[src/rtl/ctx_save_pkg.sv]
package ctx_save_pkg;

    typedef enum logic [2:0] {
        ST_IDLE,
        ST_CHECK,
        ST_FAULT,
        ST_SAVE,
        ST_HDR_RD,
        ST_HDR_WR,
        ST_DONE
    } seq_state_e;

    typedef enum logic [1:0] {
        FLT_NONE = 2'd0,
        FLT_OPC  = 2'd1,
        FLT_DEV  = 2'd2,
        FLT_PROT = 2'd3
    } fault_e;

    localparam int unsigned WORD_BYTES = 8;
    localparam int unsigned X87_OFS    = 0;
    localparam int unsigned CSR_OFS    = 24;
    localparam int unsigned VEC_OFS    = 160;
    localparam int unsigned HDR_OFS    = 512;
    localparam int unsigned RSV_LO     = 464;
    localparam int unsigned RSV_HI     = 511;
    localparam int unsigned ALIGN_BITS = 6;

    localparam logic [31:0] CSR_CTRL_VAL = 32'h0000_1F80;
    localparam logic [31:0] CSR_MASK_VAL = 32'h0000_FFFF;

endpackage

[src/rtl/ctx_fault_chk.sv]
module ctx_fault_chk
    import ctx_save_pkg::*;
#(
    parameter int VA_BITS = 48
) (
    input  logic        feat_ok,
    input  logic        os_en,
    input  logic        task_sw,
    input  logic        lock,
    input  logic        mode64,
    input  logic [63:0] base,
    output fault_e      code
);

    localparam int HI_W = 64 - (VA_BITS - 1);

    logic [HI_W-1:0] upper;
    logic            noncanon;
    logic            misaligned;

    always_comb begin
        upper      = base[63:VA_BITS-1];
        noncanon   = mode64 && !((&upper) || !(|upper));
        misaligned = |base[ALIGN_BITS-1:0];
        if (!feat_ok || !os_en || lock) begin
            code = FLT_OPC;
        end else if (task_sw) begin
            code = FLT_DEV;
        end else if (misaligned || noncanon) begin
            code = FLT_PROT;
        end else begin
            code = FLT_NONE;
        end
    end

endmodule

[src/rtl/ctx_slot_map.sv]
module ctx_slot_map
    import ctx_save_pkg::*;
#(
    parameter int                       NUM_COMP  = 6,
    parameter int                       X87_WORDS = 3,
    parameter int                       VEC_WORDS = 4,
    parameter logic [NUM_COMP*16-1:0]   COMP_OFS  = '0,
    parameter logic [NUM_COMP*16-1:0]   COMP_WRDS = '0,
    localparam int                      NSLOT     = NUM_COMP + 1,
    localparam int                      SLOT_W    = $clog2(NSLOT)
) (
    input  logic [NUM_COMP-1:0] save_set,
    input  logic [SLOT_W-1:0]   cur_slot,
    output logic [SLOT_W-1:0]   first_slot,
    output logic                first_vld,
    output logic [SLOT_W-1:0]   next_slot,
    output logic                next_vld,
    output logic [15:0]         slot_ofs,
    output logic [15:0]         slot_words,
    output logic [7:0]          slot_comp,
    output logic                slot_is_csr
);

    logic [NSLOT-1:0] slot_en;

    // Slot 0: x87, slot 1: control/status word, slot 2: vector words,
    // slot s >= 3: extended component s-1.
    assign slot_en[0] = save_set[0];
    assign slot_en[1] = save_set[1] | save_set[2];
    assign slot_en[2] = save_set[1];

    generate
        for (genvar s = 3; s < NSLOT; s++) begin : g_ext_en
            assign slot_en[s] = save_set[s-1];
        end
    endgenerate

    always_comb begin
        first_slot = '0;
        first_vld  = 1'b0;
        next_slot  = '0;
        next_vld   = 1'b0;
        for (int s = NSLOT - 1; s >= 0; s--) begin
            if (slot_en[s]) begin
                first_slot = SLOT_W'(s);
                first_vld  = 1'b1;
                if (s > int'(cur_slot)) begin
                    next_slot = SLOT_W'(s);
                    next_vld  = 1'b1;
                end
            end
        end
    end

    always_comb begin
        int ci;
        ci          = int'(cur_slot) - 1;
        slot_is_csr = 1'b0;
        slot_ofs    = '0;
        slot_words  = 16'd1;
        slot_comp   = '0;
        if (cur_slot == SLOT_W'(0)) begin
            slot_ofs   = 16'(X87_OFS);
            slot_words = 16'(X87_WORDS);
            slot_comp  = 8'd0;
        end else if (cur_slot == SLOT_W'(1)) begin
            slot_ofs    = 16'(CSR_OFS);
            slot_words  = 16'd1;
            slot_is_csr = 1'b1;
        end else if (cur_slot == SLOT_W'(2)) begin
            slot_ofs   = 16'(VEC_OFS);
            slot_words = 16'(VEC_WORDS);
            slot_comp  = 8'd1;
        end else if (ci < NUM_COMP) begin
            slot_ofs   = COMP_OFS[16*ci +: 16];
            slot_words = COMP_WRDS[16*ci +: 16];
            slot_comp  = 8'(ci);
        end
    end

endmodule

[src/rtl/ctx_state_stub.sv]
module ctx_state_stub
    import ctx_save_pkg::*;
(
    input  logic [7:0]  comp,
    input  logic [7:0]  word_idx,
    input  logic        is_csr,
    output logic [63:0] data
);

    always_comb begin
        if (is_csr) begin
            data = {CSR_MASK_VAL, CSR_CTRL_VAL};
        end else begin
            data = {16'hA5C0, comp, word_idx, 32'h5A5A_5A5A};
        end
    end

endmodule

[src/rtl/ctx_save_seq.sv]
module ctx_save_seq
    import ctx_save_pkg::*;
#(
    parameter int                     NUM_COMP  = 6,
    parameter int                     X87_WORDS = 3,
    parameter int                     VEC_WORDS = 4,
    parameter int                     VA_BITS   = 48,
    parameter logic [NUM_COMP*16-1:0] COMP_OFS  =
        {16'd768, 16'd704, 16'd640, 16'd576, 16'd0, 16'd0},
    parameter logic [NUM_COMP*16-1:0] COMP_WRDS =
        {16'd2, 16'd3, 16'd2, 16'd4, 16'd0, 16'd0}
) (
    input  logic        clk_i,
    input  logic        rst_ni,
    input  logic        start_i,
    input  logic [63:0] req_lo_i,
    input  logic [63:0] req_hi_i,
    input  logic [63:0] feat_en_i,
    input  logic [63:0] inuse_i,
    input  logic [63:0] base_i,
    input  logic        mode64_i,
    input  logic        feat_ok_i,
    input  logic        os_en_i,
    input  logic        task_sw_i,
    input  logic        lock_i,
    output logic        busy_o,
    output logic        done_o,
    output logic        fault_o,
    output logic [1:0]  fault_code_o,
    output logic [63:0] mem_addr_o,
    output logic [63:0] mem_wdata_o,
    output logic        mem_we_o,
    output logic        mem_re_o,
    input  logic [63:0] mem_rdata_i,
    input  logic        mem_rdy_i
);

    localparam int NSLOT  = NUM_COMP + 1;
    localparam int SLOT_W = $clog2(NSLOT);

    seq_state_e        state_q, state_d;
    logic [63:0]       save_q;
    logic [63:0]       inuse_q;
    logic [63:0]       base_q;
    logic [63:0]       old_q;
    logic              mode64_q, feat_ok_q, os_en_q, task_sw_q, lock_q;
    fault_e            code_q;
    fault_e            code_now;
    logic [SLOT_W-1:0] slot_q;
    logic [15:0]       widx_q;

    logic [SLOT_W-1:0] first_slot, next_slot;
    logic              first_vld, next_vld;
    logic [15:0]       slot_ofs, slot_words;
    logic [7:0]        slot_comp;
    logic              slot_is_csr;
    logic [63:0]       stub_data;
    logic              last_word;
    logic [63:0]       req_mask;
    logic              unused_req_hi;

    assign req_mask      = {req_hi_i[31:0], req_lo_i[31:0]};
    assign unused_req_hi = ^{req_hi_i[63:32], req_lo_i[63:32]};
    assign last_word     = (widx_q == slot_words - 16'd1);

    ctx_fault_chk #(
        .VA_BITS (VA_BITS)
    ) u_fault (
        .feat_ok (feat_ok_q),
        .os_en   (os_en_q),
        .task_sw (task_sw_q),
        .lock    (lock_q),
        .mode64  (mode64_q),
        .base    (base_q),
        .code    (code_now)
    );

    ctx_slot_map #(
        .NUM_COMP  (NUM_COMP),
        .X87_WORDS (X87_WORDS),
        .VEC_WORDS (VEC_WORDS),
        .COMP_OFS  (COMP_OFS),
        .COMP_WRDS (COMP_WRDS)
    ) u_map (
        .save_set    (save_q[NUM_COMP-1:0]),
        .cur_slot    (slot_q),
        .first_slot  (first_slot),
        .first_vld   (first_vld),
        .next_slot   (next_slot),
        .next_vld    (next_vld),
        .slot_ofs    (slot_ofs),
        .slot_words  (slot_words),
        .slot_comp   (slot_comp),
        .slot_is_csr (slot_is_csr)
    );

    ctx_state_stub u_stub (
        .comp     (slot_comp),
        .word_idx (widx_q[7:0]),
        .is_csr   (slot_is_csr),
        .data     (stub_data)
    );

    // State register
    always_ff @(posedge clk_i) begin
        if (!rst_ni) begin
            state_q <= ST_IDLE;
        end else begin
            state_q <= state_d;
        end
    end

    // Next-state logic
    always_comb begin
        state_d = state_q;
        unique case (state_q)
            ST_IDLE: begin
                if (start_i) state_d = ST_CHECK;
            end
            ST_CHECK: begin
                if (code_now != FLT_NONE) state_d = ST_FAULT;
                else if (first_vld)       state_d = ST_SAVE;
                else                      state_d = ST_HDR_RD;
            end
            ST_FAULT: state_d = ST_IDLE;
            ST_SAVE: begin
                if (mem_rdy_i && last_word && !next_vld) state_d = ST_HDR_RD;
            end
            ST_HDR_RD: begin
                if (mem_rdy_i) state_d = ST_HDR_WR;
            end
            ST_HDR_WR: begin
                if (mem_rdy_i) state_d = ST_DONE;
            end
            ST_DONE: state_d = ST_IDLE;
            default: state_d = ST_IDLE;
        endcase
    end

    // Operation context and walk counters
    always_ff @(posedge clk_i) begin
        if (!rst_ni) begin
            save_q    <= '0;
            inuse_q   <= '0;
            base_q    <= '0;
            old_q     <= '0;
            mode64_q  <= 1'b0;
            feat_ok_q <= 1'b0;
            os_en_q   <= 1'b0;
            task_sw_q <= 1'b0;
            lock_q    <= 1'b0;
            code_q    <= FLT_NONE;
            slot_q    <= '0;
            widx_q    <= '0;
        end else begin
            unique case (state_q)
                ST_IDLE: begin
                    if (start_i) begin
                        save_q    <= req_mask & feat_en_i;
                        inuse_q   <= inuse_i;
                        base_q    <= base_i;
                        mode64_q  <= mode64_i;
                        feat_ok_q <= feat_ok_i;
                        os_en_q   <= os_en_i;
                        task_sw_q <= task_sw_i;
                        lock_q    <= lock_i;
                    end
                end
                ST_CHECK: begin
                    code_q <= code_now;
                    slot_q <= first_slot;
                    widx_q <= '0;
                end
                ST_SAVE: begin
                    if (mem_rdy_i) begin
                        if (last_word) begin
                            slot_q <= next_slot;
                            widx_q <= '0;
                        end else begin
                            widx_q <= widx_q + 16'd1;
                        end
                    end
                end
                ST_HDR_RD: begin
                    if (mem_rdy_i) old_q <= mem_rdata_i;
                end
                default: begin
                end
            endcase
        end
    end

    // Outputs
    always_comb begin
        busy_o       = (state_q != ST_IDLE);
        done_o       = 1'b0;
        fault_o      = 1'b0;
        fault_code_o = FLT_NONE;
        mem_we_o     = 1'b0;
        mem_re_o     = 1'b0;
        mem_addr_o   = '0;
        mem_wdata_o  = '0;
        unique case (state_q)
            ST_FAULT: begin
                fault_o      = 1'b1;
                fault_code_o = code_q;
            end
            ST_SAVE: begin
                mem_we_o    = 1'b1;
                mem_addr_o  = base_q + {48'b0, slot_ofs} + {45'b0, widx_q, 3'b000};
                mem_wdata_o = stub_data;
            end
            ST_HDR_RD: begin
                mem_re_o   = 1'b1;
                mem_addr_o = base_q + 64'(HDR_OFS);
            end
            ST_HDR_WR: begin
                mem_we_o    = 1'b1;
                mem_addr_o  = base_q + 64'(HDR_OFS);
                mem_wdata_o = (old_q & ~save_q) | (inuse_q & save_q);
            end
            ST_DONE: done_o = 1'b1;
            default: begin
            end
        endcase
    end

endmodule

[config.mk]
export PLATFORM = sky130hd
export DESIGN_NAME = ctx_save_seq
export DESIGN_NICKNAME = d
export VERILOG_FILES = /design/src/rtl/ctx_save_pkg.sv /design/src/rtl/ctx_fault_chk.sv /design/src/rtl/ctx_slot_map.sv /design/src/rtl/ctx_state_stub.sv /design/src/rtl/ctx_save_seq.sv
export SDC_FILE = /design/constraint.sdc
export NUM_CORES = 1
export LEC_CHECK = 0
export BUFFER_PORTS_ARGS = -buffer_cell sky130_fd_sc_hd__buf_2
export CORE_MARGIN = 4
export CORE_UTILIZATION = 30
export DETAILED_ROUTE_END_ITERATION = 8
export SKIP_LAST_GASP = 1
export SYNTH_ARGS = -nofsm -noshare
export SYNTH_HDL_FRONTEND = slang
export SYNTH_SLANG_ARGS = --single-unit
[constraint.sdc]
create_clock -name clk_i -period 12.16 [get_ports clk_i]
set_input_delay 0.608 -clock clk_i [delete_from_list [all_inputs] [get_ports clk_i]]
set_output_delay 0.608 -clock clk_i [all_outputs]
set_load 0.03 [all_outputs]
== After elaboration in Yosys (flattened, before gate mapping) ==
Index checks and enable logic that the tools add are counted.
Storage, ports and cells
  output and inout bits: 135
  register bits: 285
  input bits: 393
Operators by class
  equal/unequal tests: 15
  order comparisons: 7
  bitwise logic cells: 6
  $add $sub $neg: 6
  mux-type cells: 76
  reductions and logical operators: 27
  shifts and indexed selects: 2
Operators with widths (number)
  64-bit one-hot mux with 2 select lines: 2
  64-bit bitwise AND: 3
  96-bit by 32-bit variable part select with 16-bit output (first input constant): 2
  16-bit two-way mux: 10
  3-bit two-way mux: 27
  64-bit by 10-bit adder with 64-bit output (second input constant): 1
  64-bit by 16-bit adder with 64-bit output: 1
  64-bit by 19-bit adder with 64-bit output: 1
  64-bit two-way mux: 1
  64-bit inverter: 1
  64-bit bitwise OR: 1
  32-bit by 4-bit < comparator with 1-bit output (second input constant): 1
  8-bit two-way mux: 4
  16-bit one-hot mux with 2 select lines: 1
  1-bit two-way mux: 25
  17-bit AND reduction: 1
  17-bit OR reduction: 1
  16-bit by 1-bit adder with 16-bit output (second input constant): 1
  16-bit == test: 1
  16-bit by 1-bit subtractor with 16-bit output (second input constant): 1
  3-bit one-hot mux with 5 select lines: 1
  2-bit != test (second input constant): 6
  3-bit by 2-bit == test with 1-bit output (second input constant): 3
  3-bit == test (second input constant): 3
  other kinds (19): 40

== Depth between registers and ports, before layout ==
Gate-level depths: netlist (run 1).
  depth in word-level cells: 17
  gate-level depth with buffers: 20

== Modules after synthesis ==
Synthesis (run 1) repeated with hierarchy kept, for this count alone.
Second synthesis, totals
  cell total of the unflattened synthesis: 2409
  area total of the unflattened synthesis: 17987.3 µm²
Modules (own cells, without submodules)
  ctx_save_seq: cells each 2211, instances 1, area each 16694.8 µm²
  ctx_slot_map: cells each 107, instances 1, area each 683.2 µm²
  ctx_state_stub: cells each 67, instances 1, area each 475.5 µm²
  ctx_fault_chk: cells each 24, instances 1, area each 133.9 µm²

== Least setup slack after synthesis (run 1) ==
OpenSTA, ideal clock, no wires.
  kind: reg2out
  start point: register slot_q[0]
  end point: output port mem_addr_o[46]
  path buffers: 2
  arrival time: 4.975 ns
  cell stages (with the launch flop): 21
  path slack: 6.577 ns
  data required time: 11.552 ns
  cell sequence: dfxtp_1 buf_2 inv_1 ha_1 ha_1 nor2b_1 nand2_1 o21a_1 o21ai_0 nand2_1 o21ai_0 fa_1 ha_1 nand2_1 o21ai_1 a211oi_1 o211ai_2 nand3_1 o2bb2a_1 clkbuf_1 o41ai_1
Between the ends
  cells in the longest elaborated chain, start to end: 9
  elaborated cells between the ends (all ways): 13
RTL lines
  start, declared: RTL line ctx_save_seq.sv:49  | logic [SLOT_W-1:0] slot_q;
  start signal, assigned: RTL line ctx_save_seq.sv:171  | slot_q <= first_slot;
  start signal, assigned: RTL line ctx_save_seq.sv:177  | slot_q <= next_slot;
  3-bit by 1-bit subtractor with 4-bit output: RTL line ctx_slot_map.sv:57  | ci = int'(cur_slot) - 1;
  32-bit by 4-bit < comparator with 1-bit output or 96-bit by 32-bit variable part select with 16-bit output (tied branches): RTL line ctx_slot_map.sv:74, ctx_slot_map.sv:75
  16-bit two-way mux: RTL line ctx_slot_map.sv:74  | end else if (ci < NUM_COMP) begin
  16-bit two-way mux: RTL line ctx_slot_map.sv:70  | end else if (cur_slot == SLOT_W'(2)) begin
  16-bit two-way mux: RTL line ctx_slot_map.sv:66  | end else if (cur_slot == SLOT_W'(1)) begin
  16-bit two-way mux (*): RTL line ctx_slot_map.sv:62  | if (cur_slot == SLOT_W'(0)) begin
  64-bit by 16-bit adder with 64-bit output (*): RTL line ctx_save_seq.sv:210  | mem_addr_o = base_q + {48'b0, slot_ofs} + {45'b0, widx_q, 3'b000};
  64-bit by 19-bit adder with 64-bit output (*): RTL line ctx_save_seq.sv:210
  64-bit one-hot mux with 2 select lines (*): RTL line ctx_save_seq.sv:203  | unique case (state_q)
  end, declared: RTL line ctx_save_seq.sv:30  | output logic [63:0] mem_addr_o,
Mark *: on every way between the ends. The rest lies on a longest branch, timed or not.

== Worst setup path after layout (run 1) ==
  start point: register slot_q[0]
  end point: output port mem_addr_o[40]
The elaborated chain is that of the path after synthesis.

==> results.json, run 1 <==
{
  "outcome": "complete, no violations",
  "route.detailed.drc": 0,
  "final_common_cell": "nand2_1",
  "grt_max_degree": 169,
  "fill_cells": 5482,
  "crit_arrival_ns": 6.45,
  "most-common-layout-cells": "nand2_1 (545), buf_2 (463), a21oi_1 (321)",
  "synth_ff_type": "dfxtp_1",
  "wl_per_cell_um": 19.01,
  "cts_resized": 0,
  "synth_warnings": 0,
  "dieArea_um2": 55610,
  "grt_pass1_wl_um": 93320,
  "core_um2": 51300,
  "synth_seq_cells": 285,
  "cts_buffer_depth": 3,
  "path_cells": "inv_1, ha_1, nor2_1, and2_1, fa_1, ha_1, fa_1, a21oi_1, o21ai_1, a211oi_1, o211ai_2, nand3_1, a2bb2oi_1, o31ai_1, buf_2",
  "io_buffers": 463,
  "relSlewSlack_pct": 22.85,
  "cp.required_ns": 11.55,
  "crit_type": "flop to output pin",
  "die_y_um": 235.8,
  "root_buffer": "clkbuf_16",
  "layout.cells.non_filler": 3197,
  "cp_max_fo": 14,
  "maxCapViolCount": 0,
  "hold_buffers": 0,
  "clk_pin_slew_worst_paths_ns": 0.06,
  "worst-path-buf-inv": 2,
  "layout-drive-gt1-share_pct": 22.38,
  "cts-buffers-inserted": 35,
  "setup_tns_ns": 0,
  "hold_class": "input pin to flop",
  "nets": 2926,
  "cpPeakStageDelay_ns": 0.80,
  "period_minus_slack_ns": 7.062,
  "hpwlAfterDp_um": 44320,
  "rsz0062_at_grt": "no",
  "cts_tree": "built",
  "leakagePower_nw": 7.750,
  "clock_skew_ns": 0.006099,
  "fin_crit_sh_pct": 58.08,
  "crit_family": "compound AO/OA/AOI/OAI gates",
  "setup_viol": 0,
  "cellPowerDensity_nw_per_um2": 189.8,
  "clock_sinks": 285,
  "fmaxAchievable_mhz": 141.6,
  "gp_congestion": 0.9329,
  "start_util_pct": 30.35,
  "netlist_instances": 2131,
  "wl_um": 60780,
  "slew_violations": 0,
  "std_cell_rows": 83,
  "vias": 16870,
  "syn2layout_area_growth_pct": 24.78,
  "cp_slowest_cell": "a2bb2oi_1",
  "worst_slack_ns": 5.098,
  "htreeDepth": 2,
  "post_dp_cell_area_um2": 18290,
  "grt_pass1_vias": 16390,
  "worst_pin_slew_ns": 1.157,
  "postRouteAntennaNets": 0,
  "post_cts_buffers": 0,
  "design_area_um2": 19430,
  "synth_edf_count": 0,
  "endpoint_kind": "output pin",
  "grt_usage_pct": 20.66,
  "antenna_found_initial": 11,
  "clkLatencyLatePin_ns": 0.54,
  "drtIter0Drc": 965,
  "place_ws_ns": 5.804,
  "placed_cells": 3134,
  "drt_first_pass_iters": 5,
  "grt-ovfl-total": 0,
  "die_x_um": 235.8,
  "power.total_mw": 3.688,
  "avgSynthCellArea_um2": 7.307,
  "peakVddDrop_mv": 0.1136,
  "synth_nets": 2566,
  "synth_cell_type_count": 82,
  "ys_seq_area_share_pct": 36.64,
  "hold_viol": 0,
  "ioPinCount": 528,
  "via_per_inst": 5.276,
  "synth_area_um2": 15570,
  "synthArstFlopShare_pct": 0,
  "startpoint_type": "flop"
}
[where the power goes]
group          total (mW)  switching, mW  internal, mW
clock                1.05          0.427         0.619
sequential           1.26          0.174          1.08
combinational        1.38          0.944         0.439
[cells by family after synthesis]
logic type | Yosys count | share of synthesized area (%)
xor+xnor | 25 | 1.406
simple gates | 904 | 25.46
buf+inv | 195 | 4.837
flops | 285 | 36.64
fa+ha+maj | 42 | 3.761
compound gates | 598 | 22.62
mux | 82 | 5.279
[stage by stage]
stage          hold WS (ns)  utilization, %
2_1_floorplan        0.4357               -
3_3_place_gp         0.4411           35.65
3_5_place_dp         0.4458           35.65
4_1_cts              0.2663           37.87
5_1_grt              0.2819           37.87
6_report             0.3054           37.87
[worst reg2reg max path, stage by stage (launching register included)]
cell and delay [ns]:
dfxtp_1 0.59, inv_1 0.17, ha_1 0.23, ha_1 0.40
nand2b_1 0.14, o211ai_1 0.21, nand2_1 0.09, ha_1 0.22
nor2b_1 0.13, a221o_1 0.34, a2111oi_4 0.56, a211oi_2 0.14
buf_4 0.27, a21o_1 0.19, a22o_1 0.22
[synthesized netlist by cell type (24+ instances only)]
cell type | number | share of area [%]
a21oi_1 | 321 | 10
and3_1 | 31 | 1.2
clkbuf_1 | 136 | 3.3
dfxtp_1 | 285 | 37
ha_1 | 34 | 2.7
inv_1 | 39 | 0.94
mux2i_1 | 81 | 5.2
nand2_1 | 549 | 13
nand3_1 | 116 | 3.7
nor2_1 | 87 | 2.1
nor3_1 | 24 | 0.77
o21ai_0 | 101 | 3.2
[final timing paths]
| path | from | end | slack, ns | cells after the start |
|---|---|---|---|---|
| setup reg to reg | slot_q[0] | widx_q[9] | 8.14 | 14 |
| hold reg to reg | inuse_q[5] | inuse_q[5] | 0.45 | 2 |
| setup / recovery | slot_q[0] | mem_addr_o[40] | 5.10 | 15 |
| hold / removal | base_i[37] | base_q[37] | 0.31 | 3 |
[state kept, by name, summed over array words and instances, names as in the netlist, 2 cells and up]
register / flops
slot_q: 3
code_q: 2
base_q: 64
inuse_q: 64
widx_q: 16
state_q: 3
save_q: 64
old_q: 64
[metal layers]
metal / share of wire, % / vias to the layer above / wire length, µm / global-route usage (%)
li1: - / 8186 / - / -
met1: 42 / 7932 / 25510 / 25.92
met2: 48 / 624 / 29080 / 35.09
met3: 7.1 / 117 / 4289 / 4.688
met4: 3.0 / 8 / 1848 / 6.905
met5: 0.077 / - / 47 / 0
[cell type report]
class,count,area (µm²),share of cell area (%)
multi-input cells,1651,9145,47.07
repair buffers,478,2430,12.51
clock inverters,12,136.4,0.7019
inverters,40,157.7,0.8114
flip-flops and latches,285,5705,29.36
clock buffers,50,1002,5.158
well taps,680,850.8,4.379
diodes,1,2.502,0.01288
Note: power is estimated with default switching activity, not from simulation.
==> run 2, diff against run 1 <==
Clock period 12.16 ns to 6.3 ns, I/O delays scaled along.
==> results.json, run 2 (same netlist as run 1, synthesis figures left out) <==
{
  "cts-buffers-inserted": 35,
  "drtIter0Drc": 1242,
  "dieArea_um2": 55610,
  "clk_pin_slew_worst_paths_ns": 0.06,
  "outcome": "complete, no violations",
  "htreeDepth": 2,
  "cp_max_fo": 10,
  "rsz0062_at_grt": "no",
  "path_cells": "inv_1, ha_1, ha_1, nor2b_1, nand2_1, o21a_1, o21ai_0, nand2_1, o21ai_0, fa_1, ha_1, nand2_1, o21ai_1, a211oi_1, o211ai_2, nand3_1, o2bb2a_1, o31ai_2, buf_2",
  "relSlewSlack_pct": 30.50,
  "min_from": "mem_rdata_i[58]",
  "p_sw_share_pct": 41.74,
  "layout.cells.non_filler": 3379,
  "start_util_pct": 30.35,
  "final_common_cell": "nand2_1",
  "crit_family": "compound AO/OA/AOI/OAI gates",
  "startpoint_type": "flop",
  "grt_pass1_vias": 17410,
  "cp_slowest_cell": "o2bb2a_1",
  "io_buffers": 463,
  "maxCapViolCount": 0,
  "worst-path-buf-inv": 2,
  "vias": 17650,
  "route.detailed.drc": 0,
  "crit_type": "flop to output pin",
  "fmaxAchievable_mhz": 169.0,
  "crit_arrival_ns": 5.60,
  "fin_crit_sh_pct": 93.90,
  "hold_viol": 0,
  "cellPowerDensity_nw_per_um2": 339.9,
  "rrSetupSlack_ns": 2.45,
  "grt_max_degree": 116,
  "place_ws_ns": 0.6232,
  "root_buffer": "clkbuf_16",
  "die_x_um": 235.8,
  "placed_cells": 3136,
  "setup_tns_ns": 0,
  "power_frac_clock_pct": 27.8,
  "drt_first_pass_iters": 5,
  "die_y_um": 235.8,
  "antenna_found_initial": 3,
  "core_um2": 51300,
  "period_minus_slack_ns": 5.916,
  "nets": 3108,
  "combPwrFrac_pct": 38.8,
  "reg2reg_from": "slot_q[1]",
  "std_cell_rows": 83,
  "wl_per_cell_um": 18.64,
  "p_seq_share_pct": 33.4,
  "slew_violations": 0,
  "cpPeakStageDelay_ns": 0.53,
  "switchingPower_mw": 3.022,
  "clock_sinks": 285,
  "cp.required_ns": 5.98,
  "wl_um": 62990,
  "grt-ovfl-total": 0,
  "setup_viol": 0,
  "final_util_pct": 41.53,
  "cp-startpoint": "slot_q[1]",
  "postRouteAntennaNets": 0,
  "most-common-layout-cells": "nand2_1 (545), buf_2 (463), a21oi_1 (321)",
  "clock_skew_ns": 0.01354,
  "endpoint_kind": "output pin",
  "syn2layout_area_growth_pct": 36.82,
  "post_cts_buffers": 0,
  "peakVddDrop_mv": 0.1982,
  "ioPinCount": 528,
  "via_per_inst": 5.224,
  "layout-drive-gt1-share_pct": 21.18,
  "cts_tree": "built",
  "worst_slack_ns": 0.3840,
  "hold_class": "input pin to flop",
  "intPower_mw": 4.218,
  "hpwlAfterDp_um": 44710,
  "cts_buffer_depth": 3,
  "grt_usage_pct": 21.48,
  "leakagePower_nw": 8.527,
  "clkLatencyLatePin_ns": 0.55,
  "grt_pass1_wl_um": 97480,
  "worst_pin_slew_ns": 1.042,
  "gp_congestion": 0.9387,
  "power.total_mw": 7.240
}
run 2: power groups by stage:
| stage | clock, mW | sequential (mW) | combinational (mW) |
|---|---|---|---|
| 4_1_cts | 2.07 | 2.41 | 2.81 |
| 2_1_floorplan | 0 | 2.28 | 1.99 |
| 5_1_grt | 2.14 | 2.46 | 3.10 |
| 6_report | 2.01 | 2.42 | 2.81 |
| 3_3_place_gp | 0 | 2.44 | 2.67 |
| 3_5_place_dp | 0 | 2.45 | 2.71 |
run 2: path summary, 6_finish.rpt:
path	end	depth (start not counted)
hold / removal	old_q[58]	3
setup reg to reg	widx_q[9]	14
hold reg to reg	old_q[32]	2
setup / recovery	mem_addr_o[58]	19
run 2: timing repair:
action | in CTS | in global routing
endpoints found under the setup margin | 2 | 27
gates cloned | 0 | 0
hold endpoints to repair | 180 | 0
hold buffers | 180 | 0
resized for setup | 1 | 7
run 2: layer usage:
metal	vias up	wire length, µm	track usage (%)
met5	-	13	0
met4	2	1977	7.030
met3	105	4280	4.256
met2	705	30710	37.65
met1	8303	26000	26.43
li1	8536	-	-
run 2: area by class of cell:
class | count | area (µm²)
Sequential cell | 285 | 5707
Inverter | 40 | 157.7
Clock inverter | 12 | 147.6
Tap cell | 680 | 850.8
Clock buffer | 48 | 984.7
Antenna cell | 3 | 7.507
Multi-Input combinational cell | 1651 | 9178
Timing Repair Buffer | 660 | 4272
Fill cell | 5256 | 30000
run 2: tightest hold or removal path: cells and delay by family:
family / cells / cell delay, ns
AND/OR/NAND/NOR: 1 / 0.06
AO/OA/AOI/OAI: 1 / 0.05
buffers and inverters: 1 / 0.10
run 2: per-stage QoR:
stage / cell area, µm² / hold WS [ns]
2_1_floorplan: 15570 / 0.4357
3_5_place_dp: 18330 / 0.4460
5_1_grt: 21300 / 0.008066
3_3_place_gp: 18330 / 0.4418
6_report: 21300 / 0.02734
4_1_cts: 21270 / 0.0004351
==> run 3, diff against run 2 <==
Settings changed: BUFFER_PORTS_ARGS -buffer_cell sky130_fd_sc_hd__buf_2 to not set, DONT_BUFFER_PORTS set to 1.
==> results.json, run 3 (same netlist as run 1, synthesis figures left out) <==
{
  "outcome": "complete, no violations",
  "maxCapViolCount": 0,
  "crit_type": "flop to output pin",
  "clock_skew_ns": 0.01581,
  "setup_tns_ns": 0,
  "clock_sinks": 285,
  "vias": 17000,
  "worst_pin_slew_ns": 1.288,
  "r2r-end": "widx_q[9]",
  "cts_buffer_depth": 3,
  "nets": 2816,
  "cp.required_ns": 5.98,
  "endpoint_kind": "output pin",
  "min_path_cells": 2,
  "hold_class": "input pin to flop",
  "grt_max_degree": 105,
  "root_buffer": "clkbuf_16",
  "layout-drive-gt1-share_pct": 5.777,
  "peakVddDrop_mv": 0.2684,
  "dieArea_um2": 55610,
  "leakagePower_nw": 7.119,
  "final_common_cell": "nand2_1",
  "relSlewSlack_pct": 13.19,
  "wl_um": 63860,
  "grt_pass1_vias": 16930,
  "drtIter0Drc": 1358,
  "hold_viol": 0,
  "fmaxAchievable_mhz": 167.2,
  "std_cell_rows": 83,
  "rrSetupSlack_ns": 2.31,
  "drt_first_pass_iters": 5,
  "core_um2": 51300,
  "cts_tree": "built",
  "ioPinCount": 528,
  "most-common-layout-cells": "nand2_1 (545), dlygate4sd3_1 (323), a21oi_1 (321)",
  "cts-buffers-inserted": 34,
  "clk_pin_slew_worst_paths_ns": 0.06,
  "slew_violations": 0,
  "hpwlAfterDp_um": 43170,
  "hold_end": "save_q[33]",
  "min_from": "feat_en_i[33]",
  "gp_congestion": 0.8889,
  "grt_usage_pct": 21.63,
  "htreeDepth": 2,
  "cp_max_fo": 12,
  "antenna_found_initial": 6,
  "syn2layout_area_growth_pct": 32.92,
  "die_y_um": 235.8,
  "grt-ovfl-total": 0,
  "startpoint_type": "flop",
  "cellPowerDensity_nw_per_um2": 353.1,
  "power.total_mw": 7.308,
  "start_util_pct": 30.35,
  "wl_per_cell_um": 20.67,
  "reg2reg_depth": 14,
  "route.detailed.drc": 0,
  "reg2reg_from": "slot_q[0]",
  "io_buffers": 0,
  "fin_crit_sh_pct": 94.95,
  "crit_arrival_ns": 5.67,
  "post_cts_buffers": 0,
  "grt_pass1_wl_um": 97020,
  "rsz0062_at_grt": "yes",
  "die_x_um": 235.8,
  "via_per_inst": 5.502,
  "period_minus_slack_ns": 5.982,
  "setup_viol": 0,
  "clkLatencyLatePin_ns": 0.54,
  "postRouteAntennaNets": 0
}
-- run 3: layout make-up --
class / count / area [µm²]
timing repair buffer: 369 / 3603
multi-input combinational: 1651 / 9191
fill: 5035 / 30600
tap: 680 / 850.8
sequential: 285 / 5707
clock buffer: 48 / 984.7
antenna: 4 / 10.01
inverter: 40 / 157.7
clock inverter: 13 / 192.7
-- run 3: per-stage QoR --
stage | cell area [µm²] | hold slack, ns | std cells | setup slack [ns] | util [%]
after floorplan | 15570 | 0.4357 | 2131 | 1.010 | -
after global placement | 16260 | 0.4412 | 2702 | 0.8615 | 31.69
after detailed placement | 16260 | 0.4461 | 2702 | 0.8682 | 31.69
after CTS | 20670 | 0.00003114 | 3086 | 0.2649 | 40.29
after global routing | 20690 | 0.02369 | 3089 | -0.05967 | 40.34
final | 20700 | 0.05203 | 3090 | 0.3180 | 40.34
-- run 3: repair_timing --
item,in CTS,in global routing
endpoints found under the hold margin,263,0
setup endpoints to repair,0,15
gates resized for setup,0,5
hold buffers,323,0
-- run 3: metal layers --
layer | part of all wire, % | track usage [%] | routed length, µm | vias up
met5 | 0.020 | 0 | 13 | -
met4 | 5.2 | 11.00 | 3291 | 2
met3 | 7.4 | 4.607 | 4737 | 183
met2 | 48 | 37.16 | 30620 | 841
met1 | 39 | 25.45 | 25190 | 8005
li1 | - | - | - | 7971
-- run 3: worst max path at each step --
stage,start,end,slack (ns),cells past startpoint
2_1_floorplan,slot_q[0],mem_addr_o[46],1.01,20
3_3_place_gp,slot_q[0],mem_addr_o[36],0.86,21
3_5_place_dp,slot_q[0],mem_addr_o[53],0.87,18
4_1_cts,slot_q[0],mem_addr_o[53],0.26,15
5_1_grt,slot_q[0],mem_addr_o[54],-0.06,19
6_report,slot_q[0],mem_addr_o[54],0.32,19
-- run 3: where the power goes --
group          switching (mW)  internal (mW)
combinational            1.86          0.925
clock                   0.814           1.26
sequential              0.353           2.09
total                    3.03           4.28
-- run 3: critical path: stages (launching register included) --
cell	delay, ns
dfxtp_1	0.57
inv_1	0.17
ha_1	0.23
ha_1	0.36
nor2b_1	0.21
nand2_1	0.09
o21a_1	0.13
o21ai_0	0.14
nand2_1	0.06
o21ai_0	0.11
fa_1	0.46
ha_1	0.35
nand2_1	0.08
o21ai_1	0.22
a211oi_1	0.16
o211ai_2	0.36
nand3_1	0.14
o2bb2a_1	0.52
o31ai_1	0.51
buf_4	0.25
